`config.mk`:
```
export PLATFORM = sky130hd
export DESIGN_NAME = mwc_top
export DESIGN_NICKNAME = d
export VERILOG_FILES = /design/src/rtl/mwc_pkg.sv /design/src/rtl/mwc_datapath.sv /design/src/rtl/mwc_control.sv /design/src/rtl/mwc_top.sv
export SDC_FILE = /design/constraint.sdc
export NUM_CORES = 1
export LEC_CHECK = 0
export ABC_CLOCK_PERIOD_IN_PS = 3800
export CAP_MARGIN = 0
export CORE_MARGIN = 4
export CORE_UTILIZATION = 50
export DETAILED_ROUTE_END_ITERATION = 16
export PLACE_DENSITY = 0.79
export SLEW_MARGIN = 30
export SYNTH_ARGS = -nofsm -noshare
export SYNTH_HDL_FRONTEND = slang
export SYNTH_HIERARCHICAL = 1
export SYNTH_SLANG_ARGS = --single-unit
```
`constraint.sdc`:
```
create_clock -name clk -period 3.8 [get_ports clk]
set_input_delay 1.14 -clock clk [delete_from_list [all_inputs] [get_ports clk]]
set_output_delay 1.14 -clock clk [all_outputs]
set_load 0.1 [all_outputs]
```
`src/rtl/mwc_pkg.sv`:
```
package mwc_pkg;
  localparam logic [1:0] SEL_DATA = 2'd0;
  localparam logic [1:0] SEL_CMD  = 2'd1;
  localparam logic [1:0] SEL_CTRL = 2'd2;

  localparam logic [3:0] OP_READ    = 4'b0001;
  localparam logic [3:0] OP_WRITE   = 4'b0010;
  localparam logic [3:0] OP_SHORT   = 4'b0100;
  localparam logic [3:0] OP_PROTECT = 4'b1000;

  typedef enum logic [2:0] {
    ST_IDLE, ST_SEND, ST_RECV, ST_GAP, ST_POLL, ST_TAIL
  } mwState_t;

  typedef struct packed {
    logic loadTx;
    logic shiftTx;
    logic sampleRx;
    logic commitRx;
    logic rdStart;
  } mwStrobe_t;
endpackage

```
`src/rtl/mwc_datapath.sv`:
```
module mwc_datapath
  import mwc_pkg::*;
#(
  parameter int WORD_W = 16
) (
  input  logic              clk,
  input  logic              rst_n,
  input  logic [1:0]        regSel,
  input  logic              regWrEn,
  input  logic [WORD_W-1:0] regWrData,
  input  logic              ctlWr,
  input  logic              busy,
  input  mwStrobe_t         strb,
  input  logic              mwDi,
  output logic [WORD_W-1:0] regRdData,
  output logic [WORD_W-1:0] cmdWord,
  output logic              protOn,
  output logic              txBit
);
  localparam int FRAME_W = 2 * WORD_W;

  logic [WORD_W-1:0]  cmdReg, wrBuf, rdBuf, rxShift, statusWord;
  logic [FRAME_W-1:0] txShift;
  logic               rdDone;

  always_ff @(posedge clk or negedge rst_n) begin
    if (!rst_n) begin
      cmdReg <= '0;
      wrBuf  <= '0;
    end else if (regWrEn) begin
      if (regSel == SEL_CMD)  cmdReg <= regWrData;
      if (regSel == SEL_DATA) wrBuf  <= regWrData;
    end
  end

  always_ff @(posedge clk or negedge rst_n) begin
    if (!rst_n) protOn <= 1'b0;
    else if (ctlWr && !busy && regWrData[7:4] == OP_PROTECT) protOn <= 1'b1;
  end

  always_ff @(posedge clk or negedge rst_n) begin
    if (!rst_n) txShift <= '0;
    else if (strb.loadTx) txShift <= {cmdReg, wrBuf};
    else if (strb.shiftTx) txShift <= {txShift[FRAME_W-2:0], 1'b0};
  end

  always_ff @(posedge clk or negedge rst_n) begin
    if (!rst_n) begin
      rxShift <= '0;
      rdBuf   <= '0;
      rdDone  <= 1'b1;
    end else begin
      if (strb.sampleRx) rxShift <= {rxShift[WORD_W-2:0], mwDi};
      if (strb.commitRx) begin
        rdBuf  <= rxShift;
        rdDone <= 1'b1;
      end else if (strb.rdStart) begin
        rdDone <= 1'b0;
      end
    end
  end

  always_comb begin
    statusWord    = '0;
    statusWord[7] = protOn;
    statusWord[1] = !busy;
    statusWord[0] = rdDone;
    case (regSel)
      SEL_DATA: regRdData = rdBuf;
      SEL_CMD:  regRdData = cmdReg;
      SEL_CTRL: regRdData = statusWord;
      default:  regRdData = '0;
    endcase
  end

  assign cmdWord = cmdReg;
  assign txBit   = txShift[FRAME_W-1];


  prot_sticky_chk: assert property (@(posedge clk) disable iff (!rst_n)
    protOn |=> protOn);

  rdbuf_hold_chk: assert property (@(posedge clk) disable iff (!rst_n)
    !strb.commitRx |=> $stable(rdBuf));

  txshift_hold_chk: assert property (@(posedge clk) disable iff (!rst_n)
    !strb.loadTx && !strb.shiftTx |=> $stable(txShift));

  rd_done_chk: assert property (@(posedge clk) disable iff (!rst_n)
    strb.commitRx |=> rdDone);
endmodule

```
`src/rtl/mwc_control.sv`:
```
module mwc_control
  import mwc_pkg::*;
#(
  parameter int WORD_W     = 16,
  parameter int ADDR_W     = 6,
  parameter int CLK_DIV    = 4,
  parameter int PROT_LIMIT = 'h30
) (
  input  logic              clk,
  input  logic              rst_n,
  input  logic              ctlWr,
  input  logic [3:0]        opField,
  input  logic [WORD_W-1:0] cmdWord,
  input  logic              protOn,
  input  logic              mwDi,
  output mwStrobe_t         strb,
  output logic              busy,
  output logic              mwCs,
  output logic              mwSk
);
  localparam int DIV_W = (CLK_DIV > 1) ? $clog2(CLK_DIV) : 1;
  localparam int CNT_W = $clog2(2 * WORD_W);
  localparam logic [DIV_W-1:0] DIV_LAST  = DIV_W'(CLK_DIV - 1);
  localparam logic [CNT_W-1:0] SHORT_END = CNT_W'(WORD_W - 1);
  localparam logic [CNT_W-1:0] LONG_END  = CNT_W'(2 * WORD_W - 1);

  mwState_t         state;
  logic [DIV_W-1:0] divCnt;
  logic [CNT_W-1:0] bitCnt;
  logic             isRead, isWrite;
  logic             tick, touchesProt, startRd, startWr, startSh, lastBit;
  logic [1:0]       opcode, subOp;
  logic [ADDR_W-1:0] wordAddr;

  assign opcode   = cmdWord[ADDR_W+1:ADDR_W];
  assign subOp    = cmdWord[ADDR_W-1:ADDR_W-2];
  assign wordAddr = cmdWord[ADDR_W-1:0];

  always_comb begin
    touchesProt = 1'b0;
    if ((opcode == 2'b01 || opcode == 2'b11) && wordAddr >= ADDR_W'(PROT_LIMIT))
      touchesProt = 1'b1;
    if (opcode == 2'b00 && (subOp == 2'b01 || subOp == 2'b10))
      touchesProt = 1'b1;
  end

  assign busy    = (state != ST_IDLE);
  assign startRd = ctlWr && !busy && opField == OP_READ;
  assign startWr = ctlWr && !busy && opField == OP_WRITE && !(protOn && touchesProt);
  assign startSh = ctlWr && !busy && opField == OP_SHORT && !(protOn && touchesProt);
  assign tick    = busy && divCnt == DIV_LAST;
  assign lastBit = (state == ST_SEND) ? (bitCnt == (isWrite ? LONG_END : SHORT_END))
                                      : (bitCnt == SHORT_END);

  always_ff @(posedge clk or negedge rst_n) begin
    if (!rst_n) begin
      state   <= ST_IDLE;
      divCnt  <= '0;
      bitCnt  <= '0;
      mwSk    <= 1'b0;
      isRead  <= 1'b0;
      isWrite <= 1'b0;
    end else begin
      if (!busy || tick) divCnt <= '0;
      else divCnt <= divCnt + 1'b1;
      case (state)
        ST_IDLE: begin
          mwSk   <= 1'b0;
          bitCnt <= '0;
          if (startRd || startWr || startSh) begin
            state   <= ST_SEND;
            isRead  <= startRd;
            isWrite <= startWr;
          end
        end
        ST_SEND, ST_RECV: begin
          if (tick) begin
            if (!mwSk) mwSk <= 1'b1;
            else begin
              mwSk <= 1'b0;
              if (lastBit) begin
                bitCnt <= '0;
                if (state == ST_RECV) state <= ST_TAIL;
                else if (isRead)      state <= ST_RECV;
                else if (isWrite)     state <= ST_GAP;
                else                  state <= ST_TAIL;
              end else begin
                bitCnt <= bitCnt + 1'b1;
              end
            end
          end
        end
        ST_GAP:  if (tick) state <= ST_POLL;
        ST_POLL: if (tick && mwDi) state <= ST_TAIL;
        ST_TAIL: if (tick) state <= ST_IDLE;
        default: state <= ST_IDLE;
      endcase
    end
  end

  always_comb begin
    strb          = '0;
    strb.loadTx   = startRd || startWr || startSh;
    strb.rdStart  = startRd;
    strb.shiftTx  = (state == ST_SEND) && tick && mwSk;
    strb.sampleRx = (state == ST_RECV) && tick && !mwSk;
    strb.commitRx = (state == ST_RECV) && tick && mwSk && lastBit;
  end

  assign mwCs = (state == ST_SEND) || (state == ST_RECV) || (state == ST_POLL);


  no_restart_busy_chk: assert property (@(posedge clk) disable iff (!rst_n)
    busy |-> !strb.loadTx);

  prot_block_chk: assert property (@(posedge clk) disable iff (!rst_n)
    strb.loadTx && protOn && !strb.rdStart |-> !touchesProt);

  poll_after_gap_chk: assert property (@(posedge clk) disable iff (!rst_n)
    (state == ST_POLL) && ($past(state) != ST_POLL) |-> $past(state) == ST_GAP);

  start_onehot_chk: assert property (@(posedge clk) disable iff (!rst_n)
    strb.loadTx |-> ctlWr && $onehot0(opField));
endmodule

```
`src/rtl/mwc_top.sv`:
```
module mwc_top
  import mwc_pkg::*;
#(
  parameter int WORD_W     = 16,
  parameter int ADDR_W     = 6,
  parameter int CLK_DIV    = 4,
  parameter int PROT_LIMIT = 'h30
) (
  input  logic              clk,
  input  logic              rst_n,
  input  logic [1:0]        regSel,
  input  logic              regWrEn,
  input  logic [WORD_W-1:0] regWrData,
  output logic [WORD_W-1:0] regRdData,
  output logic              mwCs,
  output logic              mwSk,
  output logic              mwDo,
  input  logic              mwDi
);
  mwStrobe_t         strb;
  logic              busy, protOn, txBit, ctlWr;
  logic [WORD_W-1:0] cmdWord;

  assign ctlWr = regWrEn && (regSel == SEL_CTRL);

  mwc_datapath #(.WORD_W(WORD_W)) u_dp (
    .clk(clk), .rst_n(rst_n), .regSel(regSel), .regWrEn(regWrEn),
    .regWrData(regWrData), .ctlWr(ctlWr), .busy(busy), .strb(strb),
    .mwDi(mwDi), .regRdData(regRdData), .cmdWord(cmdWord),
    .protOn(protOn), .txBit(txBit)
  );

  mwc_control #(.WORD_W(WORD_W), .ADDR_W(ADDR_W), .CLK_DIV(CLK_DIV),
                .PROT_LIMIT(PROT_LIMIT)) u_ctl (
    .clk(clk), .rst_n(rst_n), .ctlWr(ctlWr), .opField(regWrData[7:4]),
    .cmdWord(cmdWord), .protOn(protOn), .mwDi(mwDi), .strb(strb),
    .busy(busy), .mwCs(mwCs), .mwSk(mwSk)
  );

  assign mwDo = txBit && mwCs;


  do_stable_chk: assert property (@(posedge clk) disable iff (!rst_n)
    mwCs && $past(mwCs) && !($past(mwSk) && !mwSk) |-> $stable(mwDo));
endmodule

```
**Word level (Yosys, flattened, before mapping)**

Cells that the tools add are included.

- Register bits after elaboration: 111
- Word-level logic and storage cells: 113

- Add/sub/neg operators: 2
- Order comparisons: 1
- Equal/unequal tests: 25
- Muxes and demuxes: 28
- Reductions and logical operators: 44

Operators with widths:

| cell | number |
|---|---|
| 32-bit two-way mux | 2 |
| 16-bit one-hot mux with 3 select lines | 1 |
| 3-bit two-way mux | 10 |
| 1-bit logical AND | 20 |
| 5-bit two-way mux | 4 |
| 3-bit one-hot mux with 5 select lines | 1 |
| 2-bit by 1-bit inequality test with 1-bit output, second input constant | 6 |
| 5-bit one-hot mux with 2 select lines | 1 |
| 2-bit == test, second input constant | 4 |
| 2-bit AND reduction | 4 |
| 1-bit logical OR | 7 |
| 1-bit two-way mux | 7 |
| 7-bit AND reduction | 1 |
| 2-bit by 1-bit == test with 1-bit output, second input constant | 3 |
| 3-bit by 2-bit == test with 1-bit output, second input constant | 2 |
| 3-bit == test, second input constant | 2 |
| 6-bit greater-or-equal comparator, second input constant | 1 |
| 2-bit nonzero test | 3 |
| 5-bit by 1-bit adder with 5-bit output, second input constant | 1 |
| 5-bit by 4-bit == test with 1-bit output, second input constant | 1 |
| 5-bit == test | 1 |
| 4-bit by 1-bit == test with 1-bit output, second input constant | 1 |
| 4-bit by 2-bit == test with 1-bit output, second input constant | 1 |
| 4-bit by 3-bit == test with 1-bit output, second input constant | 1 |
| other kinds (12) | 15 |

**Longest topological paths before layout**

- Depth after elaboration: 12
- Mapped depth: 8
- Mapped depth without buffers: 6

**Modules after synthesis**

Netlist, hierarchy kept.

Modules (own cells, without submodules):

| module | instances | cells an instance | area an instance (µm²) | seq. area each (µm²) |
|---|---|---|---|---|
| mwc_datapath | 1 | 324 | 4240.3 | 2453.6 |
| mwc_control | 1 | 109 | 994.7 | 325.3 |
| mwc_top | 1 | 2 | 15.0 | 0.0 |

**Worst setup path after synthesis**

OpenSTA, ideal clock, no wires.

- Path type: input -> output
- Start point: input port regSel[0]
- End point: output port regRdData[0]
- Arrival: 3608 ps
- Required time: 2660 ps
- Path slack: -948 ps
- Cell stages on the path: 3
- Path buffers: 2
- Path through: buf_6 buf_2 o21ai_0

- Cells in the longest elaborated chain, start to end: 2
- Elaborated cells on any way between the ends: 4
- Those cells by class: eq/ne: 2; mux: 1; reduce/logical: 1

RTL lines:

| element | line | text |
|---|---|---|
| start, declared | mwc_top.sv:11 | `input logic [1:0] regSel,` |
| 2-bit == test (tied with other cells) | mwc_datapath.sv:68 | `case (regSel)` |
| 16-bit one-hot mux with 3 select lines * | mwc_datapath.sv:68 |  |
| end, declared | mwc_top.sv:14 | `output logic [WORD_W-1:0] regRdData,` |

Every way passes the cells marked *; elsewhere a longest branch is shown, timed or not.

**Worst setup path in the final report**

- Start point: input port regSel[1]
- End point: output port regRdData[7]

The elaborated chain is that of the path after synthesis.

==> results by group <==
Setup path
  – Crit path capture type: primary output
  – Critical path type: in2out
  – Worst reg2reg setup slack: 1.37 ns
  – Critical Path Source Type: input pin
  – WP data arrival: between 2 and 2.5 ns
  – Worst endpoint required time: 2.66 ns
  – CP Max Fanout: 6
  – R2r startpoint: u_ctl/state[2]
  – Worst reg2reg path depth: 4
  – Reg-to-reg endpoint: u_dp/rdBuf[3]

Detailed routing
  – Vias/cell: around 5.6
  – Overall routed net length: 10200 µm
  – Wire per inst: 16.7 µm
  – DR iter-0 viols: 263
  – DR pass1 iterations: 4
  – Drt drc: 0
  – Routed vias: 3413
  – Routed Antenna Nets: 0

Yosys
  – Avg Inst Size Synth: between 10 and 15 µm²
  – Synth Warn #: 6
  – Sequential share of the synthesized area: a little over half
  – Ys async rst share: 100%
  – Number of flops mapped to enable cells by yosys: 0
  – Predominant post-synthesis flop cell: dfrtp_1
  – Netlist Area Pre-Place: 0.00525 mm²
  – Syn Inst Count: around 440
  – Distinct cells, synth: 54
  – Synth Register Bits: roughly 110
  – Syn nets: 460

Min path
  – Hold EP: u_ctl/divCnt[0]
  – Hold WC Path Type: reg2reg
  – Hold Crit Start: u_ctl/divCnt[0]
  – Hold Crit Depth: 1

Pwr
  – Power Internal: 1660 µW
  – Pwr Density: 377 mW/mm²
  – IR drop worst, VDD: a little under 200 µV
  – Seq pwr share: 56.1%
  – Clock share of power: 29.4%
  – Leakage: 0.00257 µW
  – Sw Share: between 20% and 30%
  – Sw power: roughly 670 µW
  – Comb power frac: 14.5%

Clock network
  – Clk sinks: 111
  – Clk root buf: clkbuf_8
  – Hold buffers post-CTS: 0
  – Post-CTS sizing: 0
  – Clock Pin Slew Worst Setup and Hold Paths: 0.10 ns
  – CTS buffer count: 9
  – Clock Latency Late Sink: 0.37 ns
  – Post-CTS Repair Setup Buffers: 0
  – H-tree depth: 3
  – CTS tree: yes
  – Longest Clk Path Bufs: 2

Floorplanning
  – Core ar.: roughly 0.010 mm²
  – Chip height: approximately 110 µm
  – Core Rows: 37
  – IO Pins: a little over 40
  – Die X: 110 µm
  – Initial Util: 51.1%
  – DIE AREA: 0.0122 mm²

Global route
  – Grt ovf: 0
  – Largest net degree at the start of global routing: 53
  – Vias in the first global route: between 3000 and 4000
  – Antenna violations before repair: 0
  – GRT Util Overall: between 15 and 20%
  – Global-route wire length before repair: 17900 µm

Run status
  – Status: completed

Placed design
  – DP HPWL: 7400 µm
  – Port bufs: 40
  – Placed Cells: 598
  – Area after DPL: 0.00597 mm²
  – Placer Congestion: 0.781

STA
  – Final hold violations: 0
  – Final Cycle Share: 94.2%
  – Crit path time final: 3.58 ns
  – Final setup skew: 0.0151 ns
  – Slew margin rel.: 47.8%
  – Fmax: 279 MHz
  – Final Max Slew Viols: 0
  – Setup Viol. Count Final: 0
  – RSZ-0062 raised after global routing: false
  – Worst-margin pin slew: 0.783 ns

Cells and area
  – Number of inserted diodes: 0
  – Layout Cells excl Fill: 614
  – Finished Cell Area: 0.00617 mm²
  – Fraction of layout cells with a size suffix above 1: 28.9%
  – Layout net count: roughly 500
  – Area grow syn2layout: 17.5%

Job
  – Max-cap violation count: 0
## through the flow
stage                     TNS, ns  util (%)  power [µW]  setup slack (ns)  hold WS, ns
after global routing            0      60.0        2440             0.110        0.496
after global placement          0      57.8        1660             0.259        0.425
after CTS                       0      60.0        2350             0.202        0.458
after floorplan             -1.18         -        1510            -0.204        0.415
final                           0      60.0        2330             0.219        0.457
after detailed placement        0      58.1        1660             0.218        0.443
## worst max path at each step
stage / from / end / slack [ns] / cells after the start
floorplan: regSel[1] / regRdData[10] / -0.20 / 3
global placement: regSel[1] / regRdData[0] / 0.26 / 5
detailed placement: regSel[1] / regRdData[7] / 0.22 / 5
CTS: regSel[1] / regRdData[7] / 0.20 / 5
global route: regSel[1] / regRdData[7] / 0.11 / 5
finish: regSel[1] / regRdData[7] / 0.22 / 5
## cell type report
type | count | area (µm²)
Clock buffer | 9 | 124
Clock inverter | 7 | 75.1
Fill cell | 825 | 4110
Inverter | 6 | 22.5
Multi-Input combinational cell | 292 | 2320
Sequential cell | 111 | 2780
Tap cell | 136 | 170
Timing Repair Buffer | 53 | 681
## critical path, stage by stage
cell and delay [ns]:
clkdlybuf4s50_1 0.58, nor2b_1 0.27, nand2_1 0.08, o21ai_1 0.15
buf_12 0.21
## sequential cells by signal, summed over array words and instances (netlist names)
name and count:
u_dp/txShift 32, u_dp/cmdWord 16, u_dp/rdBuf 16, u_dp/rxShift 16, u_dp/wrBuf 16, u_ctl/bitCnt 5
u_ctl/state 3, u_ctl/divCnt 2, u_ctl/isRead 1, u_ctl/isWrite 1, u_ctl/mwSk 1, u_dp/protOn 1
u_dp/rdDone 1
## kinds of logic after synthesis
| kind of cell | after synthesis | share of synthesized area, % |
|---|---|---|
| adder cells (fa/ha/maj) | 3 | 0.715 |
| flip-flops | 111 | 52.9 |
| multiplexers | 112 | 23.8 |
| XOR/XNOR | 1 | 0.167 |
| AND/OR/NAND/NOR | 112 | 11.4 |
| AO/OA/AOI/OAI | 64 | 7.39 |
| buffers and inverters | 32 | 3.62 |
## synthesized netlist by cell type, types with 3 or more instances
cell,n,share of area (%)
nand2b_1,4,0.48
nand4_1,4,0.48
mux2_2,53,11
nor2_1,25,1.8
buf_2,9,0.86
ha_1,3,0.72
nand3_1,4,0.38
mux2_4,12,3.4
o21ai_0,41,3.9
dfrtp_1,110,52
a21oi_1,5,0.48
o31ai_1,3,0.43
nand2_1,48,3.4
mux2i_1,47,9.0
a31oi_1,3,0.36
clkbuf_1,9,0.64
inv_1,6,0.43
## cell usage in the layout (no fill, tap or decap), types with 3 or more instances in the layout
master / n
a31oi_1: 3
nor2_2: 7
nand3_1: 4
buf_4: 15
mux2_2: 53
inv_6: 3
clkbuf_8: 9
a21oi_1: 4
nand4_1: 4
dfrtp_1: 110
buf_12: 17
ha_1: 3
nand2_1: 48
o21ai_1: 4
clkdlybuf4s50_1: 20
o21ai_0: 38
nor2_1: 17
inv_1: 6
mux2_4: 12
nand2b_1: 4
o31ai_1: 3
mux2i_1: 47
## per-layer routing
metal / vias up / wire, µm / GRT usage [%]
met5: - / 0 / 0
met4: 0 / 121 / 6.16
met1: 1711 / 4700 / 25.4
li1: 1613 / - / -
met2: 80 / 4930 / 27.8
met3: 9 / 497 / 2.52
## power groups by stage
stage                     registers [µW]  clock network, µW  logic [µW]
final                               1310                683         337
after floorplan                     1300                  0         210
after detailed placement            1320                  0         339
after CTS                           1300                710         341
after global placement              1320                  0         333
after global routing                1310                767         359
No activity file was read; power rests on OpenSTA's default activity.
